`src/rtl/fdt_pkg.sv`:
```
package fdt_pkg;

    // Count direction chosen each cycle
    typedef enum logic [1:0] {
        DIR_HOLD  = 2'd0,
        DIR_UP    = 2'd1,
        DIR_DOWN  = 2'd2,
        DIR_CLEAR = 2'd3
    } dir_e;

    // Grouped fault flags
    typedef struct packed {
        logic over_v;
        logic under_v;
        logic wd_bad;
    } fault_vec_t;

endpackage

```
`src/rtl/fdt_direction.sv`:
```
module fdt_direction
    import fdt_pkg::*;
(
    input  logic       sup_ok,
    input  logic       ign_on,
    input  fault_vec_t faults,
    input  logic       wd_good,
    output dir_e       dir
);

    logic any_fault;

    always_comb begin
        any_fault = |faults;
        if (!sup_ok) begin
            dir = DIR_CLEAR;
        end else if (!ign_on) begin
            // standby: monitor inputs ignored
            dir = DIR_DOWN;
        end else if (any_fault) begin
            dir = DIR_UP;
        end else if (wd_good) begin
            dir = DIR_DOWN;
        end else begin
            dir = DIR_HOLD;
        end
    end

endmodule

```
`src/rtl/fdt_counter.sv`:
```
module fdt_counter
    import fdt_pkg::*;
#(
    parameter int TERM_COUNT = 4000,
    localparam int CNT_W = $clog2(TERM_COUNT + 1)
) (
    input  logic             clk,
    input  logic             rst_n,
    input  dir_e             dir,
    output logic [CNT_W-1:0] cnt_q,
    output logic             top_d,
    output logic             zero_d
);

    localparam logic [CNT_W-1:0] TOP_V  = CNT_W'(TERM_COUNT);
    localparam logic [CNT_W-1:0] ZERO_V = '0;
    localparam logic [CNT_W-1:0] ONE_V  = CNT_W'(1);

    typedef struct packed {
        logic [CNT_W-1:0] cnt;
    } cnt_state_t;

    cnt_state_t st_d, st_q;

    always_comb begin
        st_d = st_q;
        unique case (dir)
            DIR_UP:    if (st_q.cnt != TOP_V)  st_d.cnt = st_q.cnt + ONE_V;
            DIR_DOWN:  if (st_q.cnt != ZERO_V) st_d.cnt = st_q.cnt - ONE_V;
            DIR_CLEAR: st_d.cnt = ZERO_V;
            default:   st_d.cnt = st_q.cnt;
        endcase
        top_d  = (st_d.cnt == TOP_V);
        zero_d = (st_d.cnt == ZERO_V);
    end

    always_ff @(posedge clk or negedge rst_n) begin
        if (!rst_n) st_q <= '0;
        else        st_q <= st_d;
    end

    assign cnt_q = st_q.cnt;

endmodule

```
`src/rtl/fdt_out_latch.sv`:
```
module fdt_out_latch (
    input  logic clk,
    input  logic rst_n,
    input  logic clear,
    input  logic set_i,
    input  logic reset_i,
    output logic q
);

    typedef struct packed {
        logic on;
    } lat_state_t;

    lat_state_t st_d, st_q;

    always_comb begin
        st_d = st_q;
        if (clear)        st_d.on = 1'b0;
        else if (set_i)   st_d.on = 1'b1;
        else if (reset_i) st_d.on = 1'b0;
    end

    always_ff @(posedge clk or negedge rst_n) begin
        if (!rst_n) st_q <= '0;
        else        st_q <= st_d;
    end

    assign q = st_q.on;

endmodule

```
`src/rtl/fdt_clk_div.sv`:
```
module fdt_clk_div #(
    parameter int DIV_LOG2 = 2
) (
    input  logic clk,
    input  logic rst_n,
    output logic div_clk
);

    generate
        if (DIV_LOG2 <= 1) begin : g_toggle
            typedef struct packed { logic t; } tog_t;
            tog_t st_d, st_q;
            always_comb st_d.t = ~st_q.t;
            always_ff @(posedge clk or negedge rst_n) begin
                if (!rst_n) st_q <= '0;
                else        st_q <= st_d;
            end
            assign div_clk = st_q.t;
        end else begin : g_count
            typedef struct packed { logic [DIV_LOG2-1:0] c; } div_t;
            div_t st_d, st_q;
            always_comb st_d.c = st_q.c + DIV_LOG2'(1);
            always_ff @(posedge clk or negedge rst_n) begin
                if (!rst_n) st_q <= '0;
                else        st_q <= st_d;
            end
            assign div_clk = st_q.c[DIV_LOG2-1];
        end
    endgenerate

endmodule

```
`src/rtl/fault_delay_timer.sv`:
```
module fault_delay_timer
    import fdt_pkg::*;
#(
    parameter int TERM_COUNT = 4000,
    parameter int DIV_LOG2   = 2,
    localparam int CNT_W = $clog2(TERM_COUNT + 1)
) (
    input  logic clk,
    input  logic rst_n,
    input  logic sup_ok,
    input  logic ign_on,
    input  logic over_v,
    input  logic under_v,
    input  logic wd_bad,
    input  logic wd_good,
    output logic fault_out,
    output logic test_clk
);

    fault_vec_t       faults;
    dir_e             dir;
    logic [CNT_W-1:0] cnt_q;
    logic             top_d;
    logic             zero_d;
    logic             lat_q;

    assign faults = '{over_v: over_v, under_v: under_v, wd_bad: wd_bad};

    fdt_direction u_dir (
        .sup_ok  (sup_ok),
        .ign_on  (ign_on),
        .faults  (faults),
        .wd_good (wd_good),
        .dir     (dir)
    );

    fdt_counter #(.TERM_COUNT(TERM_COUNT)) u_cnt (
        .clk    (clk),
        .rst_n  (rst_n),
        .dir    (dir),
        .cnt_q  (cnt_q),
        .top_d  (top_d),
        .zero_d (zero_d)
    );

    fdt_out_latch u_lat (
        .clk     (clk),
        .rst_n   (rst_n),
        .clear   (dir == DIR_CLEAR),
        .set_i   (top_d),
        .reset_i (zero_d),
        .q       (lat_q)
    );

    fdt_clk_div #(.DIV_LOG2(DIV_LOG2)) u_div (
        .clk     (clk),
        .rst_n   (rst_n),
        .div_clk (test_clk)
    );

    // supply loss gates the output without waiting for a clock
    assign fault_out = lat_q & sup_ok;

endmodule

```
`config.mk`:
```
export PLATFORM = sky130hd
export DESIGN_NAME = fault_delay_timer
export DESIGN_NICKNAME = d
export VERILOG_FILES = /design/src/rtl/fdt_pkg.sv /design/src/rtl/fdt_direction.sv /design/src/rtl/fdt_counter.sv /design/src/rtl/fdt_out_latch.sv /design/src/rtl/fdt_clk_div.sv /design/src/rtl/fault_delay_timer.sv
export SDC_FILE = /design/constraint.sdc
export NUM_CORES = 1
export LEC_CHECK = 0
export ABC_AREA = 0
export BUFFER_PORTS_ARGS = -buffer_cell sky130_fd_sc_hd__clkbuf_2
export CAP_MARGIN = 10
export CORE_MARGIN = 2
export CORE_UTILIZATION = 50
export CTS_CLUSTER_DIAMETER = 30
export DETAILED_ROUTE_END_ITERATION = 7
export PLACE_DENSITY = 0.65
export SYNTH_ARGS = -nofsm -noshare
export SYNTH_HDL_FRONTEND = slang
export SYNTH_SLANG_ARGS = --single-unit
```
`constraint.sdc`:
```
create_clock -name clk -period 6.25 [get_ports clk]
set_input_delay 0.3125 -clock clk [delete_from_list [all_inputs] [get_ports clk]]
set_output_delay 0.3125 -clock clk [all_outputs]
set_load 0.1 [all_outputs]
```
==> run metrics <==
clock skew 5.85 ps; Final min period 3220 ps; TritonCTS buffer count 3; Seq cells post-synth 15; Root Buffer clkbuf_4; area grow syn2layout 4.45%; final worst setup slack 3030 ps; post-CTS setup buffers 0; Combinational Power Share 0.570; Internal 0.296 mW; RD Place Congestion 0.967; Row Count 18; post-layout util 0.552; Final Max Slew Viols 0; Critical path destination u_lat.q; HP Class reg2reg; Hold WS 441 ps; post-synthesis cell type count 49; Post-Place Cells 190; first-pass GRT wire length 5440 um; Post-Syn Area 0.00132 mm2; Die Span Y 55.4 um; Yosys top cell area share 0.284; initial antenna violation count 0; WHS Path Cells 1; synth warn 0; crit end category flip-flop; DR pass1 iterations 4; Avg WL per Cell 17.4 um; Worst-Skew Late Latency 280 ps; Post-synth top cells 15 x dfrtp_1, 14 x nand2_1, 12 x a21oi_1, 12 x nand3_1, 8 x nor3_1; Final Hold Fails 0; Tcrit/Tclk final 0.515; Pleak 0.553 nW; Worst-path clk slew 90 ps; post-synthesis sequential area ratio 0.284; GRT Util Overall 0.224; post-synthesis async set-or-reset flop share 1.00; status complete, no violations; Setup WS pre-CTS 3090 ps; reg-to-reg endpoint u_lat.q; Vias/cell 6.70; Slew HR 0.577; Residual DRC 0; Sw Pwr 0.301 mW; Die ar. 0.00307 mm2; largest cells by area after synthesis dfrtp_1 28%, a21oi_1 4.5%, nand3_1 4.5%; Worst Setup Start Kind flip-flop; Pwr per Cell Area 433 mW/mm2; synthesized area per cell 8.36 um2; Final Cell Area 0.00138 mm2; RSZ-0062 raised after global routing no; Nets 177; Reg power frac 0.341; EDFF count, synth 0; ANT cells 0; fill count 234; setup TNS 0 ps; drt total wl 3390 um; Worst-Margin Slew 631 ps; count leader, synth dfrtp_1; Multi-input gate area 843 um2; Max FO, Critical Path 7; post-route insts no fill 195; DP HPWL 2630 um; vias in the first global route 1,194; I/O Pins 10; largest net degree at the start of global routing 16; Post-Syn Instances 158; CTS H-tree depth 1; worst r2r src u_cnt.cnt_q[1]; Post-synth top flop dfrtp_1; initial core utilization 0.529; f_max 311 MHz; Tot Pwr 0.597 mW; R2R Setup Slk 3030 ps; Crit path arrival time 3400 ps; Sw Ratio 0.504; fraction of layout instances using a drive strength above 1 0.145; Die X 55.4 um; final setup fails 0; max-cap violations 0; DR vias 1,306; Crit Path Category reg2reg; required time worst endpoint 6430 ps; CORE AREA 0.00250 mm2; post-route ant nets 0; syn_nets 169; area leader, netlist dfrtp_1; CTS tree yes; worst r2r path cells 10; clock buffer depth 2; HP Start u_div.g_count.st_q[0]; Worst Setup SP u_cnt.cnt_q[1]; Register Area 375 um2; GRT overflow 0; Clock Sinks 15; VDD IR max 0.245 mV; Post-DP Area 0.00134 mm2; 1st-iter DRT viols 45; Port Buf Inserts 9; Clock power frac 0.089
==> cell usage in the layout (no fill, tap or decap), types with 6 or more instances in the layout <==
master / synthesis / layout
nand4_1: 6 / 6
inv_1: 7 / 7
nand3_1: 12 / 12
nor3_1: 8 / 8
o21ai_0: 7 / 7
clkbuf_2: 0 / 9
a21oi_1: 12 / 12
dfrtp_1: 15 / 15
nand2_1: 14 / 14
nor2_1: 6 / 6
==> worst min path at each step <==
stage | slack [ps] | end
2_1_floorplan | 20 | u_cnt.cnt_q[0]
3_3_place_gp | 230 | u_cnt.cnt_q[2]
3_5_place_dp | 230 | u_div.g_count.st_q[1]
4_1_cts | 440 | u_div.g_count.st_q[0]
5_1_grt | 480 | u_div.g_count.st_q[0]
6_report | 440 | u_div.g_count.st_q[0]
==> registers in the layout, summed over array words and instances, names as in the netlist <==
signal              flops
u_cnt.cnt_q            12
u_div.g_count.st_q      2
u_lat.q                 1
==> final cells by class <==
class | instances | share of cell area
inverters | 7 | 0.0190
clock inverters | 1 | 0.00363
well taps | 30 | 0.0272
flip-flops and latches | 15 | 0.272
multi-input cells | 127 | 0.611
repair buffers | 12 | 0.0508
clock buffers | 3 | 0.0163
==> critical path: stages, from the launching register on <==
cell	delay, ps
dfrtp_1	460
inv_1	130
ha_1	170
nor3b_1	360
nand2_2	140
o311ai_1	240
o311ai_0	260
or4_1	580
or3_1	340
o31a_1	240
o22a_1	190
==> logic make-up after synthesis <==
family,count (synthesis),share of synthesized area
compound gates,50,0.273
flops,15,0.284
xor+xnor,3,0.0199
buf+inv,16,0.0777
simple gates,70,0.310
mux,1,0.00758
fa+ha+maj,3,0.0284
==> timing repair <==
item,4_1_cts,5_1_grt
endpoints found under the hold margin,15,0
hold buffers,1,0
resized for setup,0,0
==> metal layers <==
metal | vias up | GRT usage | wire length (um)
met1 | 616 | 0.305 | 1470
met3 | 9 | 0.0375 | 239
met5 | - | 0 | 0
met4 | 0 | 0.122 | 77
met2 | 51 | 0.338 | 1590
li1 | 630 | - | -
==> power groups by stage <==
stage          Combinational [mW]  Sequential, mW  Clock [mW]
2_1_floorplan               0.308           0.165           0
6_report                    0.340           0.203      0.0532
5_1_grt                     0.377           0.210      0.0589
3_5_place_dp                0.333           0.202           0
4_1_cts                     0.335           0.200      0.0559
3_3_place_gp                0.330           0.202           0
No activity file was read; power rests on OpenSTA's default activity.
